File: src/rtl/irq_prio_pkg.sv
package irq_prio_pkg;

  localparam int VEC_W  = 8;
  localparam int MODE_W = 2;

  // receive interrupt modes that produce a request
  localparam logic [MODE_W-1:0] RXM_FIRST = 2'd1;
  localparam logic [MODE_W-1:0] RXM_ALL   = 2'd2;

  // pending-status bit positions (software decodes these)
  localparam int PS_RXA = 5;
  localparam int PS_TXA = 4;
  localparam int PS_RXB = 2;
  localparam int PS_TXB = 1;
  localparam logic [VEC_W-1:0] PS_USED =
    VEC_W'((1 << PS_RXA) | (1 << PS_TXA) | (1 << PS_RXB) | (1 << PS_TXB));

  // vector codes, low variant
  localparam logic [VEC_W-1:0] VLO_NONE = 8'h06;
  localparam logic [VEC_W-1:0] VLO_RXA  = 8'h0C;
  localparam logic [VEC_W-1:0] VLO_TXA  = 8'h08;
  localparam logic [VEC_W-1:0] VLO_RXB  = 8'h04;
  // vector codes, high variant
  localparam logic [VEC_W-1:0] VHI_NONE = 8'h60;
  localparam logic [VEC_W-1:0] VHI_RXA  = 8'h30;
  localparam logic [VEC_W-1:0] VHI_TXA  = 8'h10;
  localparam logic [VEC_W-1:0] VHI_RXB  = 8'h20;
  // transmit B shares one code in both variants
  localparam logic [VEC_W-1:0] V_TXB    = 8'h00;

  typedef enum logic [1:0] {ACT_NONE = 2'd0, ACT_RX = 2'd1, ACT_TX = 2'd2} act_kind_e;

  typedef enum logic [2:0] {
    VK_IDLE = 3'd0, VK_RXA = 3'd1, VK_TXA = 3'd2, VK_RXB = 3'd3, VK_TXB = 3'd4
  } vkind_e;

  // per-cycle request from a channel to the shared registers
  typedef struct packed {
    logic      valid;   // load the vector
    act_kind_e kind;    // which code to load
    logic      rx_we;   // write the receive status bit
    logic      rx_val;
    logic      tx_we;   // write the transmit status bit
    logic      tx_val;
  } chan_act_t;

  typedef struct packed {
    logic rx_pend;
    logic rx_ius;
    logic tx_pend;
    logic tx_ius;
    logic rx_avail;
  } chan_flags_t;

  function automatic logic [VEC_W-1:0] vec_code(vkind_e k, logic hi);
    logic [VEC_W-1:0] c;
    case (k)
      VK_RXA:  c = hi ? VHI_RXA : VLO_RXA;
      VK_TXA:  c = hi ? VHI_TXA : VLO_TXA;
      VK_RXB:  c = hi ? VHI_RXB : VLO_RXB;
      VK_TXB:  c = V_TXB;
      default: c = hi ? VHI_NONE : VLO_NONE;
    endcase
    return c;
  endfunction

endpackage

File: src/rtl/irq_prio_chan.sv
module irq_prio_chan
  import irq_prio_pkg::*;
(
  input  logic              clk,
  input  logic              rst_n,
  input  logic              tx_ie,
  input  logic [MODE_W-1:0] rx_mode,
  input  logic              brk_ie,
  input  logic              brk_st,
  input  logic              rx_event,
  input  logic              tx_event,
  input  logic              tx_write,
  input  logic              rx_read,
  input  logic              reset_ius,
  output logic              request,
  output logic              rx_avail,
  output chan_act_t         act
);

  typedef struct packed {
    chan_flags_t f;
    chan_act_t   a;
  } work_t;

  chan_flags_t q, d;
  work_t       w;

  function automatic work_t raise_rx(work_t s);
    work_t r = s;
    r.f.rx_pend = 1'b1;
    r.f.rx_ius  = 1'b1;
    r.a.valid   = 1'b1;
    r.a.kind    = ACT_RX;
    r.a.rx_we   = 1'b1;
    r.a.rx_val  = 1'b1;
    return r;
  endfunction

  function automatic work_t raise_tx(work_t s, logic ie);
    work_t r = s;
    r.f.tx_pend = 1'b1;
    if (!r.f.rx_ius) begin
      r.f.tx_ius = 1'b1;
      r.a.valid  = 1'b1;
      r.a.kind   = ACT_TX;
      if (ie) begin
        r.a.tx_we  = 1'b1;
        r.a.tx_val = 1'b1;
      end
    end
    return r;
  endfunction

  function automatic work_t drop_rx(work_t s, logic ie);
    work_t r = s;
    r.f.rx_pend = 1'b0;
    r.f.rx_ius  = 1'b0;
    r.a.valid   = 1'b1;
    r.a.kind    = ACT_NONE;
    r.a.rx_we   = 1'b1;
    r.a.rx_val  = 1'b0;
    if (r.f.tx_pend) r = raise_tx(r, ie);
    return r;
  endfunction

  function automatic work_t drop_tx(work_t s);
    work_t r = s;
    r.f.tx_pend = 1'b0;
    r.f.tx_ius  = 1'b0;
    r.a.valid   = 1'b1;
    r.a.kind    = ACT_NONE;
    r.a.tx_we   = 1'b1;
    r.a.tx_val  = 1'b0;
    if (r.f.rx_pend) r = raise_rx(r);
    return r;
  endfunction

  // next state: actions applied in fixed order
  always_comb begin
    w.f = q;
    w.a = '0;
    if (tx_write) w = drop_tx(w);
    if (rx_read) begin
      w.f.rx_avail = 1'b0;
      w = drop_rx(w, tx_ie);
    end
    if (reset_ius) begin
      if (w.f.rx_ius) begin
        w.f.rx_ius = 1'b0;
        if (w.f.tx_pend) w = raise_tx(w, tx_ie);
      end else if (w.f.tx_ius) begin
        w.f.tx_ius = 1'b0;
      end
    end
    if (rx_event) begin
      w.f.rx_avail = 1'b1;
      w = raise_rx(w);
    end
    if (tx_event) w = raise_tx(w, tx_ie);
    d   = w.f;
    act = w.a;
  end

  always_ff @(posedge clk or negedge rst_n) begin
    if (!rst_n) q <= '0;
    else        q <= d;
  end

  // request terms
  logic rx_mode_on;
  assign rx_mode_on = (rx_mode == RXM_FIRST) || (rx_mode == RXM_ALL);
  assign request  = (tx_ie & q.tx_pend) | (rx_mode_on & q.rx_pend) | (brk_ie & brk_st);
  assign rx_avail = q.rx_avail;

  a_r2_rx_marks: assert property (@(posedge clk) disable iff (!rst_n)
    rx_event |=> (q.rx_pend && q.rx_ius && q.rx_avail));

  a_r4_tx_deferred: assert property (@(posedge clk) disable iff (!rst_n)
    (tx_event && q.rx_ius && !tx_write && !rx_read && !reset_ius && !rx_event)
      |=> (q.tx_pend && $stable(q.tx_ius)));

  a_r5_rx_ius_released: assert property (@(posedge clk) disable iff (!rst_n)
    (reset_ius && q.rx_ius && !rx_event && !tx_write) |=> !q.rx_ius);

  a_r7_tx_cleared: assert property (@(posedge clk) disable iff (!rst_n)
    (tx_write && !tx_event && !rx_read && !reset_ius) |=> (!q.tx_pend && !q.tx_ius));

  a_r6_avail_cleared: assert property (@(posedge clk) disable iff (!rst_n)
    (rx_read && !rx_event) |=> !q.rx_avail);

endmodule

File: src/rtl/irq_prio_regs.sv
module irq_prio_regs
  import irq_prio_pkg::*;
(
  input  logic             clk,
  input  logic             rst_n,
  input  logic             status_hi,
  input  chan_act_t        act_a,
  input  chan_act_t        act_b,
  output logic [VEC_W-1:0] pend_status,
  output logic [VEC_W-1:0] vector
);

  localparam int NCH = 2;

  vkind_e           kind_q, kind_d;
  logic [VEC_W-1:0] stat_q, stat_d;
  chan_act_t        acts [NCH];

  assign acts[0] = act_a;
  assign acts[1] = act_b;

  function automatic vkind_e map_kind(act_kind_e k, int ch);
    vkind_e r;
    case (k)
      ACT_RX:  r = (ch == 0) ? VK_RXA : VK_RXB;
      ACT_TX:  r = (ch == 0) ? VK_TXA : VK_TXB;
      default: r = VK_IDLE;
    endcase
    return r;
  endfunction

  // vector kind: channel A first, channel B last so B wins
  always_comb begin
    kind_d = kind_q;
    for (int ch = 0; ch < NCH; ch++) begin
      if (acts[ch].valid) kind_d = map_kind(acts[ch].kind, ch);
    end
  end

  // status bits, one slice per channel
  logic [NCH-1:0][VEC_W-1:0] stat_upd;
  generate
    for (genvar g = 0; g < NCH; g++) begin : g_stat
      localparam int RXB = (g == 0) ? PS_RXA : PS_RXB;
      localparam int TXB = (g == 0) ? PS_TXA : PS_TXB;
      always_comb begin
        stat_upd[g] = '0;
        stat_upd[g][RXB] = acts[g].rx_we ? acts[g].rx_val : stat_q[RXB];
        stat_upd[g][TXB] = acts[g].tx_we ? acts[g].tx_val : stat_q[TXB];
      end
    end
  endgenerate

  always_comb begin
    stat_d = '0;
    for (int ch = 0; ch < NCH; ch++) stat_d = stat_d | stat_upd[ch];
  end

  always_ff @(posedge clk or negedge rst_n) begin
    if (!rst_n) begin
      kind_q <= VK_IDLE;
      stat_q <= '0;
    end else begin
      kind_q <= kind_d;
      stat_q <= stat_d;
    end
  end

  // encoding applied at the output, so it follows status_hi at once
  assign vector      = vec_code(kind_q, status_hi);
  assign pend_status = stat_q;

  a_r11_b_wins: assert property (@(posedge clk) disable iff (!rst_n)
    (act_a.valid && act_b.valid)
      |=> (kind_q == VK_RXB || kind_q == VK_TXB || kind_q == VK_IDLE));

  a_r9_unused_zero: assert property (@(posedge clk) disable iff (!rst_n)
    (pend_status & ~PS_USED) == '0);

  a_r2_rx_b_status: assert property (@(posedge clk) disable iff (!rst_n)
    (act_b.valid && act_b.kind == ACT_RX) |=> pend_status[PS_RXB]);

endmodule

File: src/rtl/serial_irq_prio.sv
module serial_irq_prio
  import irq_prio_pkg::*;
(
  input  logic                clk,
  input  logic                rst_n,
  input  logic                status_hi,
  input  logic [1:0]          tx_ie,
  input  logic [2*MODE_W-1:0] rx_mode,
  input  logic [1:0]          brk_ie,
  input  logic [1:0]          brk_st,
  input  logic [1:0]          rx_event,
  input  logic [1:0]          tx_event,
  input  logic [1:0]          tx_write,
  input  logic [1:0]          rx_read,
  input  logic [1:0]          reset_ius,
  output logic                irq,
  output logic [1:0]          rx_avail,
  output logic [VEC_W-1:0]    pend_status,
  output logic [VEC_W-1:0]    vector
);

  localparam int NCH = 2;

  chan_act_t        act [NCH];
  logic [NCH-1:0]   req;

  generate
    for (genvar g = 0; g < NCH; g++) begin : g_chan
      irq_prio_chan u_chan (
        .clk       (clk),
        .rst_n     (rst_n),
        .tx_ie     (tx_ie[g]),
        .rx_mode   (rx_mode[g*MODE_W +: MODE_W]),
        .brk_ie    (brk_ie[g]),
        .brk_st    (brk_st[g]),
        .rx_event  (rx_event[g]),
        .tx_event  (tx_event[g]),
        .tx_write  (tx_write[g]),
        .rx_read   (rx_read[g]),
        .reset_ius (reset_ius[g]),
        .request   (req[g]),
        .rx_avail  (rx_avail[g]),
        .act       (act[g])
      );
    end
  endgenerate

  irq_prio_regs u_regs (
    .clk         (clk),
    .rst_n       (rst_n),
    .status_hi   (status_hi),
    .act_a       (act[0]),
    .act_b       (act[1]),
    .pend_status (pend_status),
    .vector      (vector)
  );

  assign irq = |req;

  a_r1_break_raises: assert property (@(posedge clk) disable iff (!rst_n)
    (|(brk_ie & brk_st)) |-> irq);

  a_r10_quiet_when_idle: assert property (@(posedge clk) disable iff (!rst_n)
    ((pend_status == '0) && (rx_avail == '0) && !(|(brk_ie & brk_st))
      && !(|tx_ie)) |-> !irq);

endmodule

File: config.mk
export PLATFORM = sky130hd
export DESIGN_NAME = serial_irq_prio
export DESIGN_NICKNAME = d
export VERILOG_FILES = /design/src/rtl/irq_prio_pkg.sv /design/src/rtl/irq_prio_chan.sv /design/src/rtl/irq_prio_regs.sv /design/src/rtl/serial_irq_prio.sv
export SDC_FILE = /design/constraint.sdc
export NUM_CORES = 1
export LEC_CHECK = 0
export CAP_MARGIN = 5
export CORE_AREA = 10 10 57 59
export CTS_CLUSTER_SIZE = 14
export DETAILED_ROUTE_END_ITERATION = 16
export DIE_AREA = 0 0 67 69
export GPL_ROUTABILITY_DRIVEN = 0
export PLACE_DENSITY = 0.84
export SYNTH_ARGS = -nofsm -noshare
export SYNTH_HDL_FRONTEND = slang
export SYNTH_SLANG_ARGS = --single-unit
File: constraint.sdc
create_clock -name clk -period 3.7 [get_ports clk]
set_input_delay 0.555 -clock clk [delete_from_list [all_inputs] [get_ports clk]]
set_output_delay 0.555 -clock clk [all_outputs]
set_load 0.05 [all_outputs]
Word level (Yosys, flattened, before mapping)
Cells that the tools add are included.

Register bits: 21. Input port bits: 23. Output and inout port bits: 19. Word-level logic and storage cells: 88.

Eq/ne operators: 12. Multiplexer cells: 49. Bitwise operators: 11. Reductions and logical operators: 4.

Operators by type and width (count): $mux W12 (8); $mux W10 (6); $pmux W8 S4 (1); $mux W11 (2); $mux W2 (10); $mux W8 (2); $mux W3 (4); $mux W6 (2); $mux W1 (10); $eq A2 B1 Y1 const B (4); $eq A2 B2 Y1 const B (4); $mux W7 (1); $and A1 B1 Y1 (6); $eq A3 B2 Y1 const B (2); $or A6 B3 Y6 (1); $pmux W3 S2 (1); $mux W5 (1); $or A1 B1 Y1 (4); $pmux W2 S2 (1); $eq A3 B1 Y1 const B (1); $eq A3 B3 Y1 const B (1); $logic_or A1 B1 Y1 (2); $reduce_bool A2 Y1 (1); $reduce_or A2 Y1 (1).

Logic depth before layout (Yosys ltp)
Gate-level depths: netlist of the first run.

Word-level depth: 17. Depth in mapped cells: 4. Gate-level depth less buffers: 4.

Modules after synthesis
Synthesis of the first run repeated with hierarchy kept, for this count alone.

Cell total of the unflattened synthesis: 123. Area total of the unflattened synthesis: 1109.8 um2.

By module, submodules not included: irq_prio_chan (instances 2, cells an instance 41, area each 345.3 um2, seq. area each 100.1 um2); irq_prio_regs (instances 1, cells an instance 40, area each 412.9 um2, seq. area each 175.2 um2); serial_irq_prio (instances 1, cells an instance 1, area each 6.3 um2, seq. area each 0.0 um2).

Worst setup path before layout of the first run
Ideal clock, no wire load.

Kind: reg-to-output. Start point: reg u_regs.kind_q[1]. End point: out vector[4]. Data arrival time: 1.702 ns. Required time: 3.145 ns. Setup slack: 1.443 ns. Cell stages (with the launch flop): 3. Path buffers: 0. Cells stage by stage: dfrtp_1 xnor2_1 nor3b_1.

Word-level cells in the longest chain between the ends: 2. Elaborated cells on any way between the ends: 5. Classes of those cells: eq/ne: 4; mux: 1.

RTL lines: start: declaration (line irq_prio_regs.sv:15) `vkind_e kind_q, kind_d;`; start signal: assignment (line irq_prio_regs.sv:64) `kind_q <= kind_d;`; $eq A3 B3 Y1 (tied with other cells) (line irq_prio_pkg.sv:57) `case (k)`; $pmux W8 S4 (*) (line irq_prio_pkg.sv:57); end: declaration (line serial_irq_prio.sv:19) `output logic [VEC_W-1:0] vector`.

Every way passes the cells marked *; elsewhere a longest branch is shown, timed or not.

Worst setup path in the final report of the first run
Start point: in tx_ie[0]. End point: out irq.

Word-level cells in the longest chain between the ends: 4.

RTL lines: start: declaration (line serial_irq_prio.sv:7) `input logic [1:0] tx_ie,`; $and A1 B1 Y1 (line irq_prio_chan.sv:112) `assign request = (tx_ie & q.tx_pend) | (rx_mode_on & q.rx_pend) | (brk_ie & brk_st);`; $or A1 B1 Y1 (2 in series) (line irq_prio_chan.sv:112); $reduce_or A2 Y1 (line serial_irq_prio.sv:58) `assign irq = |req;`; end: declaration (line serial_irq_prio.sv:16) `output logic irq,`.

No other way between the ends.

==> results.txt, run 1 <==
The top cell type by total area after synthesis was dfrtp_1. The first TritonRoute pass finished after 4 iterations. The fraction of post-synthesis cell area in the top cell type by area works out to 40.87%. Across the routed clock network, the largest skew measured is 0.002926 ns.

The share of layout cells above drive strength 1 is 9.924%, and the maximum number of pins on one net before global-route repair is 16. The cell area after placement came out at 1262 µm². Of the total power, the share spent switching nets is 37.38%. The final max-slew violation count was 0. By area the synthesized netlist is led by dfrtp_1 41%, buf_4 6.5%, xnor2_1 2.9%. In the synthesized netlist, the number of instances is 95. Pin placement for this block handled 42 I/O pins. Final-report setup violation count: 0.

The detailed-route vias per instance was 5.434. The run gives 193 as the number of fill cells in the layout. The logs give 0 for the count of synthesis-stage warnings from yosys and 17 for the standard-cell row count.

Once layout is complete, the utilization of the core stands at 59.99%. The overall routing resource usage is 10.75%. Summed over all layers, the routed wires come to 2415 µm. The detail route stage leaves a number of antenna-violating nets equal to 0. At the pin with the least slew margin, the transition time is 0.6900 ns.

In this run the vertical extent of the chip is 69 µm. After Yosys synthesis, full adders, half adders and majority gates account for 0% of the synthesized area. The maximum operating frequency was 0.3516 GHz; the share of the synthesized area in compound gates (AO/OA/AOI/OAI) was 26.29%. The critical path ends at irq. For this configuration, the core starts out at a cell density of 42.75%. The cell count of the worst hold path came out at 1. By area, the combinational part of the netlist is dominated by compound AO/OA/AOI/OAI gates.

Compared with the post-synthesis result, the final layout area differs by 40.33%. End of the worst register-to-register path: u_regs.kind_q[0]. The sum of overflow across all layers after global routing is 0, and the minimum clock period after layout is 2.844 ns. Worst-case register-to-register setup slack: 2.00 ns. Buffers inserted to repair hold after CTS numbered 0. After clock tree synthesis, the clock-pin slew on the worst setup and hold paths is 0.09 ns. The type of origin of the critical path is a primary input.

The number of library cell types mapped by synthesis was 40. The portion of the post-synthesis area used by sequential elements was 40.87%. STA puts the critical path data arrival time at 2.29 ns. The initial antenna violation count is 0, and the number of buffer cells added on primary ports is 35. Summed over all nets, the half-perimeter wirelength after detailed placement is 1982 µm. The portion of netlist area occupied by mux cells is 1.090%. Worst hold path class: reg -> reg.

Once the clock tree was built, the resizer swapped 0 gates to a different size. Across the run, the number of max-cap violations was 0. Tracing the worst setup path back leads to its startpoint at tx_ie[0]. The remaining max-slew budget at the tightest pin is 53.85%, and the xor/xnor cell area share of the yosys netlist is 4.768%. STA classifies the critical path endpoint as an output port. CTS placed an instance of clkbuf_4 at the clock tree root. By startpoint and endpoint, the worst setup path is classified as in -> out. Layout net count: 155. The power per cell area works out to 358.1 nW/µm². In this run the power spent charging and discharging nets is 0.1725 mW. The internal power contribution was 0.2890 mW; the critical-path maximum fanout was 3.

Clock network latency to the later pin of the worst-skew pair: 0.28 ns. Summed over all cells, the static leakage comes to 0.5302 nW. The clock network burns 20.2% of the power. After Yosys synthesis, and, or, nand and nor cells account for 17.57% of the synthesized area.

In this run the horizontal extent of the chip is 67 µm. The peak supply drop came out at 0.2522 mV. The part of the power in combinational logic was 38.9%; the buffer levels on the longest clock path was 2. The required time of the worst setup path was 3.14 ns. In this run, synthesis produced a sequential element count of 15.

The number of global-route vias before repair came out at 869. After routing the design area is 1289 µm². The logs give 0 for the post-CTS setup buffer count and 40.9% for the sequential share of power.

The run gives 2148 µm² as the core footprint. The run gives 3 as the number of buffers created by CTS. Counting every sink on the clock net gives 15. The logs give 4105 µm for the first-pass GRT wire length and 0 for the antenna diode count.

Adding up every negative setup slack in the final design gives 0 ns. Setup repair after global routing left no endpoint under its margin. The total count of hold-check failures in the final report was 0; the post-detailed-route wirelength per cell was 15.19 µm. The die covers 4623 µm². For the depth of the CTS H-tree, the log shows 1.

In this run the critical register-to-register path is launched from g_chan[1].u_chan.q[2]. TritonCTS built the clock tree. Of the available clock period, the critical path in the final layout requires 76.88%. After synthesis, the mean cell area works out to 9.667 µm². The mapped netlist covers 918.4 µm².

The logs give 864 for the detailed-route via count and 0 for the number of DRC violations after detailed routing. The flow ran to the end, and the final reports show no timing, DRC or antenna violations. Depth of the worst register-to-register path: 4.

The detailed router finished its first iteration with 32 violations.
## power by group through the flow
stage | registers (mW) | logic, mW | clock network (mW)
after floorplan | 0.204 | 0.102 | 0
after global placement | 0.191 | 0.178 | 0
after detailed placement | 0.192 | 0.180 | 0
after CTS | 0.189 | 0.181 | 0.0952
after global routing | 0.191 | 0.193 | 0.105
final | 0.189 | 0.180 | 0.0932
## state kept, by name, summed over array words and instances, names as in the netlist
signal and count:
u_regs.kind_q 3, g_chan.u_chan.q 6, g_chan.u_chan.rx_avail 2, u_regs.pend_status 4
## metrics by stage
| stage | power, mW | setup slack [ns] | instances | hold WS (ns) |
|---|---|---|---|---|
| final | 0.4615 | 0.8556 | 159 | 0.4973 |
| after global routing | 0.4892 | 0.7867 | 159 | 0.5328 |
| after CTS | 0.4648 | 0.8407 | 159 | 0.4991 |
| after detailed placement | 0.3722 | 0.8449 | 155 | 0.4791 |
| after global placement | 0.3686 | 0.8615 | 155 | 0.4654 |
| after floorplan | 0.3061 | 1.443 | 100 | 0.2594 |
## cell usage in the layout, fill, tap and decap left out, types with 2 or more instances in the layout
master,instances
a21o_1,3
a21oi_1,2
a21oi_2,2
a22o_1,2
a22oi_1,2
clkbuf_4,3
clkdlybuf4s50_1,35
conb_1,6
dfrtp_1,15
inv_1,6
nand2_1,6
nor2_1,6
nor2b_1,3
nor3_1,2
nor3b_1,2
o21ai_0,4
o311a_1,2
o31ai_1,2
or2_2,2
xnor2_1,3
xor2_1,2
## routing by layer
layer / up-vias / routed length [µm] / track usage [%]
li1: 417 / - / -
met1: 408 / 990 / 13.14
met2: 37 / 1184 / 16.84
met3: 2 / 228 / 3.865
met4: 0 / 11 / 3.394
met5: - / 0 / 0
## how the worst min path moves through the flow
stage	start	end	slack, ns
floorplan	rst_n	g_chan[0].u_chan.q[2]	0.26
global placement	g_chan[0].u_chan.rx_avail	g_chan[0].u_chan.rx_avail	0.47
detailed placement	g_chan[0].u_chan.rx_avail	g_chan[0].u_chan.rx_avail	0.48
CTS	g_chan[0].u_chan.rx_avail	g_chan[0].u_chan.rx_avail	0.50
global route	g_chan[1].u_chan.rx_avail	g_chan[1].u_chan.rx_avail	0.53
finish	g_chan[1].u_chan.rx_avail	g_chan[1].u_chan.rx_avail	0.50
## synthesized netlist by cell type
library cell and number:
a222oi_1 1, dfrtp_1 15, a31oi_1 1, or4b_1 1, and2b_2 1, nor3b_1 2, xnor2_1 3, xor2_1 2
mux2i_1 1, o311ai_0 1, a221oi_1 1, a211oi_1 1, o311a_1 2, conb_1 1, a31o_2 1, nor2_1 6
or2_2 2, nor4_1 1, inv_1 6, nand3_1 1, a22o_1 2, and2_2 1, a32oi_1 1, nand2_1 6
o21ai_0 4, o31ai_1 2, a21oi_1 2, a21o_1 3, a221o_1 1, a22oi_1 2, nor3_1 2, o21a_1 1
nand2b_1 1, and4_1 1, buf_4 8, nor2b_1 3, and3_2 1, a221o_2 1, a21oi_2 2, o311ai_2 1
## worst max-delay path, cell delays in order
cell,delay [ns]
clkdlybuf4s50_1,0.44
a22oi_1,0.21
nand2_1,0.11
a221o_1,0.26
clkdlybuf4s50_1,0.71
## cells by family (layout without fill, tap and decap cells)
family          after synthesis  after routing
xor+xnor                      5              5
other cells                   1              6
compound gates               30             30
simple gates                 29             29
mux                           1              1
buf+inv                      14             45
flops                        15             15
## area by class of cell
cell class | instances | area (µm²) | area share [%]
multi-input combinational | 71 | 479.2 | 37.18
sequential | 15 | 375.4 | 29.13
timing repair buffer | 35 | 350.3 | 27.18
tap | 28 | 35.03 | 2.718
clock buffer | 4 | 26.28 | 2.039
inverter | 6 | 22.52 | 1.748
Power figures use the tool's default switching activity.
==> run 2, diff against run 1 <==
- CORE_AREA: 10 10 57 59 -> 10 10 59 61
- DIE_AREA: 0 0 67 69 -> 0 0 69 71
- PLACE_DENSITY: 0.84 -> 0.78
- clock period: 3.7 -> 2.7 ns (I/O delays scaled with it)
==> run 2 against run 1 <==
  * Die area grew 6.0%
  * Count of clock-buffer cells in the layout fell by 1
  * First-iteration DRC count down 6.3%
  * Combinational power up 36%
  * Non-clock buffer count did not move
  * Critical endpoint is now vector[5]
  * Wire length grew 2.7%
  * Worst setup slack worse by 0.49 ns
  * Clock power grew 45%
==> results.txt, run 2 (synthesis results as in run 1) <==
The detailed-route vias per instance is 5.416 (was 5.434). Dividing the final minimum period by the clock period gives 86.29%. The count of max-cap constraint violations came out at 0 (unchanged). The family with the most delay on the worst path was buffers and inverters (unchanged). The tools report the clock tree root driver cell as clkbuf_4 (unchanged). The peak supply drop was 0.2447 mV (was 0.2522 mV). The buffer levels on the longest clock path is 2 (unchanged).

Maximum number of pins on one net before global-route repair: 16 (unchanged). The number of DRC violations after detailed routing is 0 (unchanged), and the worst path arrival time is 1.92 ns (was 2.29 ns). The run gives 42 (unchanged) as the number of placed I/O pins. The run finished with clean final reports. Sum of overflow across all layers after global routing: 0 (unchanged). TritonCTS built the clock tree. The first-pass GRT wire length is 4146 µm (was 4105 µm), and the DRC marker count from the first detailed-route iteration is 30 (was 32). The initial core utilization is 38.47% (was 42.75%). Most frequent cells in the layout: 33 x clkdlybuf4s50_1, 15 x dfrtp_1 (was 35 x clkdlybuf4s50_1, 15 x dfrtp_1). The logs give 0 (unchanged) for the antenna diode count and 0.6396 mW (was 0.4615 mW) for the power after layout.

The delay contributed by the slowest stage of the critical path is 0.81 ns (was 0.71 ns), and the number of global-route vias before repair is 885 (was 869). The start-to-end type of the worst setup path was reg -> out (was in -> out). Sum of net half-perimeters after detailed placement: 2007 µm (was 1982 µm). End of the worst register-to-register path: u_regs.kind_q[0] (unchanged). The depth of the worst register-to-register path is 4 (unchanged), and the clock sink count is 15 (unchanged).

Cell chain of the critical path: xnor2_1 > nor2_1 > nor2b_1 > clkdlybuf4s50_1 (was clkdlybuf4s50_1 > a22oi_1 > nand2_1 > a221o_1 > clkdlybuf4s50_1). The final-report setup violation count was 0 (unchanged); the power per cell area was 496.8 nW/µm² (was 358.1 nW/µm²). The clock network latency to the later pin of the worst-skew pair came out at 0.30 ns (was 0.28 ns). The worst hold path class was reg -> reg (unchanged). Setup repair after global routing left no endpoint under its margin. The post-synthesis to final-layout area growth was 40.19% (was 40.33%); the share of layout cells above drive strength 1 was 12.21% (was 9.924%). The logs give 872 (was 864) for the detailed-route via count and 53.93% (was 59.99%) for the final core utilization.

The post-CTS setup buffer count was 0 (unchanged). Type of origin of the critical path: a flip-flop (was a primary input). The die extent in y was 71 µm (was 69 µm). Slew of the pin with the lowest slew margin: 0.6818 ns (was 0.6900 ns). Core footprint: 2387 µm² (was 2148 µm²). Standard cell with the maximum stage delay on the critical path: clkdlybuf4s50_1 (unchanged).

The number of buffer and inverter stages on the critical path works out to 1 (was 2). The register name with the most flops is g_chan.u_chan.q (unchanged). The number of stages on the worst setup path was 4 (was 5); the full die area was 4899 µm² (was 4623 µm²).

The required time of the worst setup path is 2.30 ns (was 3.14 ns), and the depth of the CTS H-tree is 1 (unchanged). The worst setup path startpoint was u_regs.kind_q[2] (was tx_ie[0]). The number of iterations in the first detailed-routing pass was 4 (unchanged). The clock-pin slew on the worst setup and hold paths was 0.10 ns (was 0.09 ns). The number of buffers created by CTS was 3 (unchanged). The sum of negative setup slack was 0 ns (unchanged).

Overall routing resource usage: 9.983% (was 10.75%). The critical-path maximum fanout was 5 (was 3). The kind of end point of the critical path was an output port (unchanged). The flip-flop count of the largest register after layout came out at 6 (unchanged).

The final max-slew violation count is 0 (unchanged), and the minimum clock period after layout is 2.330 ns. The layout net count came out at 155 (unchanged). The number of fill cells in the layout was 228 (was 193). The tools report the total length of routed wires as 2479 µm (was 2415 µm).

The logs give 18 (was 17) for the standard-cell row count and 0 (unchanged) for the initial antenna violation count. The tools report the setup clock skew after layout as 0.008073 ns (was 0.002926 ns). Leading cell type in the layout, fill and taps excluded: clkdlybuf4s50_1 (unchanged). The post-detailed-route wirelength per cell is 15.40 µm (was 15.19 µm). The number of buffer cells added on primary ports works out to 35 (unchanged).

The total count of hold-check failures in the final report was 0 (unchanged); the width of the chip was 69 µm (was 67 µm). The tools report the capture point of the critical path as vector[5] (was irq). The tools report the count of instances resized after the clock tree is built as 0 (unchanged). The count of nets left with antenna violations after detail routing is 0 (unchanged). For the remaining max-slew budget at the tightest pin, the log shows 54.41% (was 53.85%).

The worst-case register-to-register setup slack is 0.99 ns (was 2.00 ns), and the count of hold buffers inserted by post-cts repair is 0 (unchanged). Launch instance of the worst register-to-register path: g_chan[1].u_chan.q[2] (unchanged). For this run, the top clock speed supported by timing is 0.4292 GHz. For the cell leakage power, the log shows 0.5346 nW (was 0.5302 nW).
## run 2: cell types whose count changed in the layout (fill, tap and decap cells not counted)
cell | before | now
buf_4 | 0 | 2
clkdlybuf4s50_1 | 35 | 33
clkinv_2 | 0 | 1
clkbuf_1 | 1 | 0
## run 2: power breakdown
part | switching, mW | internal (mW) | leakage (nW) | total, mW
logic | 0.150 | 0.0953 | 0.346 | 0.245
registers | 0.0169 | 0.242 | 0.171 | 0.259
clock network | 0.0799 | 0.0552 | 0.0177 | 0.135
## run 2: layout make-up
cell class	instances	area, µm²	area share (%)
Clock buffer	3	22.52	1.749
Multi-Input combinational cell	71	479.2	37.22
Timing Repair Buffer	35	345.3	26.82
Sequential cell	15	375.4	29.15
Clock inverter	1	5.005	0.3887
Inverter	6	22.52	1.749
Tap cell	30	37.54	2.915
## run 2: worst min-delay path by stage
stage	from	end	slack, ns	cells after the start
3_5_place_dp	g_chan[0].u_chan.rx_avail	g_chan[0].u_chan.rx_avail	0.47	1
6_report	g_chan[0].u_chan.rx_avail	g_chan[0].u_chan.rx_avail	0.48	1
2_1_floorplan	rst_n	g_chan[0].u_chan.q[2]	0.11	0
5_1_grt	g_chan[0].u_chan.rx_avail	g_chan[0].u_chan.rx_avail	0.52	1
3_3_place_gp	g_chan[0].u_chan.rx_avail	g_chan[0].u_chan.rx_avail	0.46	1
4_1_cts	g_chan[0].u_chan.rx_avail	g_chan[0].u_chan.rx_avail	0.49	1
## run 2: through the flow
stage | setup WS, ns | hold slack (ns) | instances | area (µm²)
5_1_grt | 0.2834 | 0.5241 | 161 | 1287
6_report | 0.3702 | 0.4845 | 161 | 1287
3_5_place_dp | 0.3718 | 0.4677 | 157 | 1260
3_3_place_gp | 0.4008 | 0.4631 | 157 | 1260
4_1_cts | 0.3545 | 0.4889 | 161 | 1287
2_1_floorplan | 0.5932 | 0.1094 | 100 | 937.1
## run 2: worst reg2reg max path, cell delays in order, from the launching register on
cell,delay (ns)
dfrtp_1,0.42
and3_2,0.22
nor4_1,0.37
or4b_1,0.48
a32oi_1,0.15
## run 2: layer usage
layer  share of wire (%)  track usage (%)  vias up
met3                 8.9            3.347        5
met5                   0                0        -
li1                    -                -      410
met4                 2.3            6.040        0
met2                  48            15.65       35
met1                  40            11.52      422
==> run 3, diff against run 2 <==
- HOLD_SLACK_MARGIN: not set -> 0.05
- PLACE_DENSITY: 0.78 -> 0.75
==> run 3 against run 2 <==
  * Critical path depth decreased by 1
  * Via count decreased by 7.7%
  * Sequential share of layout area about the same
  * Total power decreased by 0.36%
  * Count of clock-buffer cells in the layout increased by 1
  * Critical endpoint unchanged
  * Largest cell class unchanged
  * Largest power group unchanged
==> results.txt, run 3 (synthesis results as in run 1) <==
The run gives 0 (unchanged) as the final-report setup violation count. Setup repair after global routing left no endpoint under its margin. Number of buffer cells added on primary ports: 35 (unchanged). The logs give 1260 µm² (unchanged) for the cell area after placement and 21.2% (was 21.1%) for the clock share of power. The full die area is 4899 µm² (unchanged), and the depth of the worst register-to-register path is 4 (unchanged).

The start-to-end type of the worst setup path is in -> out (was reg -> out). For the number of iterations in the first detailed-routing pass, the log shows 5 (was 4). Initial antenna violation count: 0 (unchanged). Worst-case register-to-register setup slack: 0.99 ns (about the same).

The tools report the antenna diode count as 0 (unchanged). TritonCTS built the clock tree. The minimum clock period after layout works out to 2.334 ns (was 2.330 ns). The post-synthesis to final-layout area growth is 40.05% (was 40.19%).

The cell leakage power is 0.5318 nW (was 0.5346 nW), and the initial core utilization is 38.47% (unchanged). The width of the chip works out to 69 µm (unchanged). The detailed-route vias per instance came out at 5.000 (was 5.416). The leading cell type in the layout, fill and taps excluded was clkdlybuf4s50_1 (unchanged). The final max-slew violation count was 0 (unchanged). For the number of buffers created by CTS, the log shows 3 (unchanged). The tools report the clock sink count as 15 (unchanged). Worst slack on hold paths: 0.4915 ns (was 0.4845 ns). The logs give 3877 µm (was 4146 µm) for the first-pass GRT wire length and 2 (unchanged) for the buffer levels on the longest clock path. For the sum of overflow across all layers after global routing, the log shows 0 (unchanged). Pre-CTS setup slack: 0.3761 ns (was 0.3718 ns).

Register name with the most flops: g_chan.u_chan.q (unchanged). The number of DRC violations after detailed routing is 0 (unchanged). For the count of instances resized after the clock tree is built, the log shows 0 (unchanged).

The type of origin of the critical path is a primary input (was a flip-flop). The maximum number of pins on one net before global-route repair is 16 (unchanged), and the number of placed I/O pins is 42 (unchanged). The part of the power in combinational logic was 38.2% (was 38.3%); the clock-pin slew on the worst setup and hold paths was 0.09 ns (was 0.10 ns). Most frequent cells in the layout: 33 x clkdlybuf4s50_1, 15 x dfrtp_1 (unchanged). Layout net count: 155 (unchanged). The tools report the endpoint of the worst hold-timing path as g_chan[0].u_chan.rx_avail (unchanged). The share of layout cells above drive strength 1 works out to 11.45% (was 12.21%).

The worst hold path class is reg -> reg (unchanged). Worst setup path startpoint: status_hi (was u_regs.kind_q[2]). The flip-flop count of the largest register after layout is 6 (unchanged), and the sum of negative setup slack is 0 ns (unchanged).

The internal power contribution was 0.3952 mW (was 0.3929 mW); the core footprint was 2387 µm² (unchanged). The clock network latency to the later pin of the worst-skew pair is 0.29 ns (was 0.30 ns), and the period utilization is 86.43% (was 86.29%). The run finished with clean final reports.

The die extent in y was 71 µm (unchanged). The cell count of the worst hold path works out to 1 (unchanged). The switching part of the total power was 37.99% (was 38.58%).

The logs give 0 (unchanged) for the post-CTS setup buffer count and 40.6% (was 40.5%) for the sequential share of power. For the slack of the critical path, the log shows 0.3664 ns (was 0.3702 ns). The total length of routed wires is 2331 µm (was 2479 µm), and the setup clock skew after layout is 0.002911 ns (was 0.008073 ns). The final core utilization came out at 53.88% (was 53.93%). The critical-path maximum fanout is 6 (was 5), and the number of global-route vias before repair is 853 (was 885).

The run gives 0.3575 mV (was 0.2447 mV) as the peak supply drop. The detailed-route via count is 805 (was 872). The tools report the end of the worst register-to-register path as u_regs.kind_q[0] (unchanged). For the overall routing resource usage, the log shows 9.373% (was 9.983%).

The power per cell area was 495.5 nW/µm² (was 496.8 nW/µm²); the count of hold buffers inserted by post-cts repair was 0 (unchanged). The run gives 1 (unchanged) as the depth of the CTS H-tree. The sum of net half-perimeters after detailed placement came out at 1887 µm (was 2007 µm). The post-detailed-route wirelength per cell is 14.48 µm (was 15.40 µm). The post-layout instance area came out at 1286 µm² (was 1287 µm²). The required time of the worst setup path came out at 2.30 ns (about the same). For the standard-cell row count, the log shows 18 (unchanged).

Launch instance of the worst register-to-register path: g_chan[1].u_chan.q[2] (unchanged). The total count of hold-check failures in the final report is 0 (unchanged). The count of max-cap constraint violations was 0 (unchanged). The remaining max-slew budget at the tightest pin is 55.07% (was 54.41%).

The maximum operating frequency was 0.4285 GHz (was 0.4292 GHz); the slew of the pin with the lowest slew margin was 0.6719 ns (was 0.6818 ns). The count of nets left with antenna violations after detail routing is 0 (unchanged), and the worst path arrival time is 1.93 ns (was 1.92 ns). For the power dissipated by switching net loads, the log shows 0.2421 mW (was 0.2467 mW). The clock tree root driver cell was clkbuf_4 (unchanged). The start point of the worst min-delay path is g_chan[0].u_chan.rx_avail (unchanged). The kind of end point of the critical path is an output port (unchanged).

The DRC marker count from the first detailed-route iteration is 31 (was 30).
run 3: changes by cell type in the layout (fill, tap and decap cells not counted):
cell      change
clkinv_2      -1
clkbuf_1      +1
run 3: area by class of cell:
cell class                 count  area [µm²]
sequential                    15       375.4
fill                         239        1101
tap                           30       37.54
inverter                       6       22.52
multi-input combinational     71       479.2
timing repair buffer          35       345.3
clock buffer                   4       26.28
run 3: worst max-delay path by stage:
stage                endpoint  slack (ns)  depth (start not counted)
finish              vector[5]        0.37                          3
global route        vector[5]        0.26                          4
CTS                 vector[1]        0.37                          4
detailed placement  vector[5]        0.38                          3
global placement    vector[6]        0.40                          3
floorplan           vector[4]        0.59                          2
run 3: per-layer routing:
metal	part of all wire, %	routed length (µm)	vias up	GRT usage (%)
li1	-	-	413	-
met1	46	1079	353	11.24
met2	43	1002	34	13.92
met3	8.7	203	5	4.045
met4	1.9	44	0	4.698
met5	0	0	-	0
run 3: stage by stage:
step / power [mW] / instances
floorplan: 0.4194 / 100
global placement: 0.5043 / 157
detailed placement: 0.5080 / 157
CTS: 0.6432 / 161
global route: 0.6762 / 161
finish: 0.6373 / 161
run 3: power by group through the flow:
| stage | Sequential (mW) | Clock (mW) | Combinational [mW] |
|---|---|---|---|
| after floorplan | 0.279 | 0 | 0.140 |
| after global placement | 0.262 | 0 | 0.242 |
| after detailed placement | 0.263 | 0 | 0.245 |
| after CTS | 0.259 | 0.139 | 0.246 |
| after global routing | 0.262 | 0.153 | 0.261 |
| final | 0.259 | 0.135 | 0.244 |
run 3: worst max-delay path, stage by stage:
cell and delay [ns]:
clkdlybuf4s50_1 0.55, nor2b_1 0.16, clkdlybuf4s50_1 0.81
